--- config.mk ---
export PLATFORM = sky130hd
export DESIGN_NAME = mac_readout
export DESIGN_NICKNAME = d
export VERILOG_FILES = /design/src/rtl/mac_readout_pkg.sv /design/src/rtl/mac_round_sat.sv /design/src/rtl/mac_int_clamp.sv /design/src/rtl/mac_readout.sv
export SDC_FILE = /design/constraint.sdc
export NUM_CORES = 1
export LEC_CHECK = 0
export CAP_MARGIN = 20
export CORE_ASPECT_RATIO = 1.5
export CORE_MARGIN = 5
export CORE_UTILIZATION = 60
export DETAILED_ROUTE_END_ITERATION = 16
export DONT_BUFFER_PORTS = 1
export HOLD_SLACK_MARGIN = 0.06
export PLACE_DENSITY = 0.76
export SETUP_SLACK_MARGIN = 0.1
export SLEW_MARGIN = 20
export SYNTH_ARGS = -nofsm -noshare
export SYNTH_HDL_FRONTEND = slang
export SYNTH_SLANG_ARGS = --single-unit
--- constraint.sdc ---
create_clock -name clk -period 3.8 [get_ports clk]
set_input_delay 0.19 -clock clk [delete_from_list [all_inputs] [get_ports clk]]
set_output_delay 0.19 -clock clk [all_outputs]
set_load 0.01 [all_outputs]
--- src/rtl/mac_readout_pkg.sv ---
// Package: shared widths and mode encoding for the accumulator readout.
// Assumes a two's-complement accumulator and a 32-bit register result.
package mac_readout_pkg;
    localparam int ACC_W = 48;
    localparam int RES_W = 32;
    localparam int F16_W = 16;
    localparam int F16_SHIFT = 24;
    localparam int F32_SHIFT = 8;

    typedef enum logic [1:0] {
        RD_FRAC = 2'b00,
        RD_SINT = 2'b01,
        RD_UINT = 2'b10,
        RD_RSVD = 2'b11
    } rd_mode_e;
endpackage

--- src/rtl/mac_round_sat.sv ---
// Module: one fractional readout lane. It drops SHIFT low bits by arithmetic
// shift and optionally rounds half-to-even on them. It then saturates to a
// signed OUT_W range or wraps to OUT_W bits.
// Assumes IN_W - SHIFT > OUT_W, so that a spare bit remains to detect overflow.
module mac_round_sat #(
    parameter int IN_W  = 48,
    parameter int SHIFT = 8,
    parameter int OUT_W = 32
) (
    input  logic [IN_W-1:0]  val_i,
    input  logic             rnd_i,
    input  logic             sat_i,
    output logic [OUT_W-1:0] res_o
);
    localparam int QW = IN_W - SHIFT;
    localparam logic [SHIFT-1:0] HALF = {1'b1, {(SHIFT-1){1'b0}}};
    localparam logic [OUT_W-1:0] POS_LIM = {1'b0, {(OUT_W-1){1'b1}}};
    localparam logic [OUT_W-1:0] NEG_LIM = {1'b1, {(OUT_W-1){1'b0}}};

    logic [QW:0]      quo;
    logic [SHIFT-1:0] rem;
    logic             bump;
    logic [QW:0]      rnd;
    logic [QW-OUT_W+1:0] top;
    logic             fits;

    // Split the value into a sign-extended quotient and its remainder, then round.
    always_comb begin
        quo  = {val_i[IN_W-1], val_i[IN_W-1:SHIFT]};
        rem  = val_i[SHIFT-1:0];
        bump = rnd_i && ((rem > HALF) || ((rem == HALF) && quo[0]));
        rnd  = quo + {{QW{1'b0}}, bump};
    end

    // Check the signed range, then pick the limit or the wrapped low bits.
    always_comb begin
        top  = rnd[QW:OUT_W-1];
        fits = (&top) || !(|top);
        if (sat_i && !fits)
            res_o = rnd[QW] ? NEG_LIM : POS_LIM;
        else
            res_o = rnd[OUT_W-1:0];
    end
endmodule

--- src/rtl/mac_int_clamp.sv ---
// Module: integer readout of the accumulator. It gives a signed clamp and an
// unsigned clamp to OUT_W bits in parallel. Assumes IN_W > OUT_W.
module mac_int_clamp #(
    parameter int IN_W  = 48,
    parameter int OUT_W = 32
) (
    input  logic [IN_W-1:0]  val_i,
    output logic [OUT_W-1:0] sres_o,
    output logic [OUT_W-1:0] ures_o
);
    localparam logic [OUT_W-1:0] POS_LIM = {1'b0, {(OUT_W-1){1'b1}}};
    localparam logic [OUT_W-1:0] NEG_LIM = {1'b1, {(OUT_W-1){1'b0}}};

    logic [IN_W-OUT_W:0]   shi;
    logic [IN_W-OUT_W-1:0] uhi;

    // Signed clamp: the value fits when the bits above the sign all match it.
    always_comb begin
        shi = val_i[IN_W-1:OUT_W-1];
        if ((&shi) || !(|shi))
            sres_o = val_i[OUT_W-1:0];
        else
            sres_o = val_i[IN_W-1] ? NEG_LIM : POS_LIM;
    end

    // Unsigned clamp: any bit above the result width forces all ones.
    always_comb begin
        uhi    = val_i[IN_W-1:OUT_W];
        ures_o = (|uhi) ? {OUT_W{1'b1}} : val_i[OUT_W-1:0];
    end
endmodule

--- src/rtl/mac_readout.sv ---
// Module: top of the accumulator readout. It runs both fractional lanes and
// the integer clamps side by side, selects one by mode and registers the
// result one cycle after the strobe. Assumes the mode and flags are stable
// in the cycle of the strobe.
module mac_readout
    import mac_readout_pkg::*;
(
    input  logic             clk,
    input  logic             rst_n,
    input  logic             in_valid,
    input  logic [1:0]       mode,
    input  logic             frac16,
    input  logic             round_en,
    input  logic             sat_en,
    input  logic [ACC_W-1:0] acc,
    output logic             out_valid,
    output logic [RES_W-1:0] result
);
    localparam int PAD16 = RES_W - F16_W;

    logic [F16_W-1:0] f16_res;
    logic [RES_W-1:0] f32_res;
    logic [RES_W-1:0] s_res;
    logic [RES_W-1:0] u_res;
    logic [RES_W-1:0] nxt;
    rd_mode_e         sel;

    // 16-bit lane: rounding always on.
    mac_round_sat #(.IN_W(ACC_W), .SHIFT(F16_SHIFT), .OUT_W(F16_W)) u_f16 (
        .val_i(acc), .rnd_i(1'b1), .sat_i(sat_en), .res_o(f16_res)
    );

    // 32-bit lane: rounding under control of round_en.
    mac_round_sat #(.IN_W(ACC_W), .SHIFT(F32_SHIFT), .OUT_W(RES_W)) u_f32 (
        .val_i(acc), .rnd_i(round_en), .sat_i(sat_en), .res_o(f32_res)
    );

    mac_int_clamp #(.IN_W(ACC_W), .OUT_W(RES_W)) u_int (
        .val_i(acc), .sres_o(s_res), .ures_o(u_res)
    );

    // Pick the lane named by the mode.
    always_comb begin
        sel = rd_mode_e'(mode);
        unique case (sel)
            RD_FRAC: nxt = frac16 ? {{PAD16{1'b0}}, f16_res} : f32_res;
            RD_SINT: nxt = s_res;
            RD_UINT: nxt = u_res;
            default: nxt = '0;
        endcase
    end

    // Output register: load on the strobe, hold otherwise.
    always_ff @(posedge clk) begin
        if (!rst_n) begin
            out_valid <= 1'b0;
            result    <= '0;
        end else begin
            out_valid <= in_valid;
            if (in_valid)
                result <= nxt;
        end
    end

    p_valid_lat_r2: assert property (@(posedge clk) disable iff (!rst_n)
        $past(rst_n) |-> (out_valid == $past(in_valid)));

    p_hold_r2: assert property (@(posedge clk) disable iff (!rst_n)
        $past(rst_n && !in_valid) |-> $stable(result));

    p_f16_upper_r3: assert property (@(posedge clk) disable iff (!rst_n)
        $past(rst_n && in_valid && mode == 2'b00 && frac16) |-> (result[RES_W-1:F16_W] == '0));

    p_uint_sat_r9: assert property (@(posedge clk) disable iff (!rst_n)
        $past(rst_n && in_valid && mode == 2'b10 && (|acc[ACC_W-1:RES_W])) |-> (&result));

    p_sint_pass_r8: assert property (@(posedge clk) disable iff (!rst_n)
        $past(rst_n && in_valid && mode == 2'b01 &&
              ((&acc[ACC_W-1:RES_W-1]) || !(|acc[ACC_W-1:RES_W-1])))
        |-> (result == $past(acc[RES_W-1:0])));

    p_rsvd_zero_r10: assert property (@(posedge clk) disable iff (!rst_n)
        $past(rst_n && in_valid && mode == 2'b11) |-> (result == '0));
endmodule

==> results.md <==
* Detailed Place HPWL at about 11 mm
* FF+latch count, synth at 33
* Endpoint, Worst Hold: result[7]
* Detailed Routing Iterations Pass 1 at 5
* CP max stage cell: a211o_1
* Cell Area, Synth at 3840 sq um
* Post-synthesis cell type count at 62
* Startpoint types: primary input
* Unrepaired setup endpoints after global routing: false
* P_int at roughly 0.67 mW
* Row count at 35
* Post-synthesis cell count at 557
* Yosys Warn Count at 0
* First-pass GRT wire length at 23.4 mm
* Slew of the pin with the lowest slew margin at approximately 1.1 ns
* Power per cell area at 255 nW/um^2
* Reg power frac at 39.9%
* Congestion Overflow GR at 0
* Critical Path RT at roughly 4.0 ns
* Core outline area at 6170 sq um
* Worst setup EP type: flop
* Die W at about 75 microns
* Crit-path max cell delay at around 0.51 ns
* Maximum vdd drop at 0.244 mV
* Vias in the first global route at between 4000 and 5000
* Routability cong. at 1.01
* HP Start: acc[7]
* Worst-skew pair later-pin latency at 0.29 ns
* Cells on worst reg2reg path at 4
* Buffers on Ports at 0
* Initial core utilization at 62.2%
* Critical Path Source: acc[19]
* Kind of critical path: primary input to flop
* Synth area leader: dfxtp_1
* Vias at 4520
* Worst EP arrival at 3.67 ns
* Layout area overhead at 2.67%
* Seq/Total Area, Yosys at 17.2%
* Routed vias/inst at 7.50
* Syn nets at 617
* Status: finished, final reports clean
* DRT iter0 DRCs at between 300 and 400
* Setup TNS at 0 ns
* F_max at roughly 290 MHz
* Final worst-path cycle share at about nine tenths
* Crit path cell chain: nor4_1, nand4_1, o21a_1, ha_1, nand3_1, or2_1, o21ai_0, a211o_1, o41ai_2, a21oi_2, a211o_1, o41ai_2
* Maxcap violations at 0
* Final Hold Viols at 0
* Static leakage at 1.25 nW
* R2r setup slk at about 2.6 ns
* H-tree depth at 2
* ANT cells at 0
* Primary FF master, synth: dfxtp_1
* Post CTS Setup Buffer Count at 0
* CTS Sinks at 33
* Switching share of total power at around a third
* Total die area at 8140 sq um
* CTS tree: built
* Bufs and invs on worst path at 0
* Crit Path Max Fanout at 10
* Sw Pwr at approximately 0.34 mW
* Post-synth top area share at approximately 17%
* Worst hold path type: primary input to flop
* # setup viols final at 0
* Die H at 108 microns
* GRT Resource Usage Total at 37.3%
* Post-Syn Area per Cell at 6.90 sq um
* Initial antenna violation count at 0
* Antenna violation net count after detailed routing at 0
* Finished Core Util at 63.9%
* Clock Skew at 0 ns
* Number of synthesized flops with an enable pin at 0
* Logic gate share of total power at about 25%
* Post-synth ARST share at 0%
* Clock transition at path regs at 0.08 ns
* Synth top area cells: dfxtp_1 (17%), a21oi_1 (7.6%), xnor2_1 (6.6%)
* Residual DRC at 0
* Final net count at between 500 and 600
* TritonCTS Buffers at 5
* Hold path depth at 3
* Minimum clock period at around 3.5 ns
* Reg2reg start: result[3]
* Clock power share at about a third
* Routed len/inst at 24.6 microns
* CTS max path bufs at 2
* Crit path max-delay family: compound AO/OA/AOI/OAI gates
* Slew Viols, Final at 0
* Reg-to-reg endpoint: result[3]
* Routed WL at 14.8 mm
* Slew Limit Headroom at approximately 28%
* CTS root buffer: clkbuf_8
* Layout cell share with drive strength beyond 1 at 7.56%
* Synth top cells by count: a21oi_1 (58), nand2_1 (58), nor2_1 (49)
* I/O pin count at between 80 and 90
* Largest net degree at the start of global routing at 33
worst min-delay path: cells and delay by family:
kind | cells | cell delay (ns)
AOI/OAI and AO/OA | 2 | 0.14
and+or+nand+nor | 1 | 0.05
cell families after synthesis:
group / count (synthesis) / share of synthesized area, %
AND/OR/NAND/NOR: 243 / 32.8
multiplexers: 6 / 1.60
adder cells (fa/ha/maj): 4 / 1.30
XOR/XNOR: 45 / 10.3
buffers and inverters: 57 / 6.48
flip-flops: 33 / 17.2
AO/OA/AOI/OAI: 169 / 30.4
power groups by stage:
stage | clock (mW) | combinational, mW | sequential (mW)
2_1_floorplan | 0 | 0.220 | 0.403
3_3_place_gp | 0 | 0.237 | 0.410
3_5_place_dp | 0 | 0.242 | 0.410
4_1_cts | 0.351 | 0.247 | 0.402
5_1_grt | 0.374 | 0.278 | 0.404
6_report | 0.352 | 0.253 | 0.402
cell type report:
| type | count | area (sq um) |
|---|---|---|
| fill | 613 | 2230 |
| multi-input combinational | 467 | 2950 |
| sequential | 33 | 661 |
| clock inverter | 3 | 46.3 |
| clock buffer | 5 | 68.8 |
| tap | 74 | 92.6 |
| timing repair buffer | 12 | 92.6 |
| inverter | 9 | 33.8 |
placed cells by master, fill, tap and decap left out, types with 2 or more instances in the layout:
cell type  instances
a211o_1            6
a211oi_1           3
a21boi_0           4
a21o_1             9
a21oi_1           58
a2bb2oi_1          3
a31oi_1            6
a41oi_1            2
and2_1             7
and3_1             7
and4_1             4
buf_4             11
clkbuf_8           5
dfxtp_1           33
ha_1               4
inv_1              9
mux2i_1            5
nand2_1           58
nand3_1           21
nand4_1           22
nor2_1            49
nor2b_1            7
nor3_1            28
nor4_1            22
nor4_2             3
o21a_1            12
o21ai_0           13
o21ai_1            5
o22ai_1            2
o2bb2ai_1         12
o31a_1             2
o31ai_1           13
o41ai_2            6
or2_2              3
or3_1              2
or4_1              2
xnor2_1           29
xor2_1            16
registers in the layout (all words and copies together), names as in the netlist:
register,cells
result,32
out_valid,1
through the flow:
stage	power (mW)	cell area [sq um]	worst slack [ns]	cells	hold slack, ns
floorplan	0.623	3840	0.483	557	0.363
global placement	0.646	3820	0.166	594	0.303
detailed placement	0.652	3820	0.150	594	0.305
CTS	1.00	3950	0.436	603	0.112
global route	1.06	3950	0.123	603	0.118
finish	1.01	3950	0.327	603	0.112
what timing repair did:
action	4_1_cts	5_1_grt
hold endpoints to repair	20	0
setup endpoints to repair	0	0
hold buffers	1	0
resized for setup	0	0
worst max path at each step:
stage / to / slack (ns) / depth (start not counted)
floorplan: result[5] / 0.48 / 15
CTS: result[5] / 0.44 / 12
detailed placement: result[12] / 0.15 / 12
finish: result[9] / 0.33 / 12
global route: result[9] / 0.12 / 13
global placement: result[5] / 0.17 / 12
layer usage:
metal,vias to the layer above,track usage (%),routed length (microns),share of wire [%]
li1,2008,-,-,-
met1,2117,41.8,4970,34
met2,310,61.4,7300,49
met3,85,9.95,1510,10
met4,0,22.4,1040,7.0
met5,-,0,0,0
No activity file was read; power rests on OpenSTA's default activity.
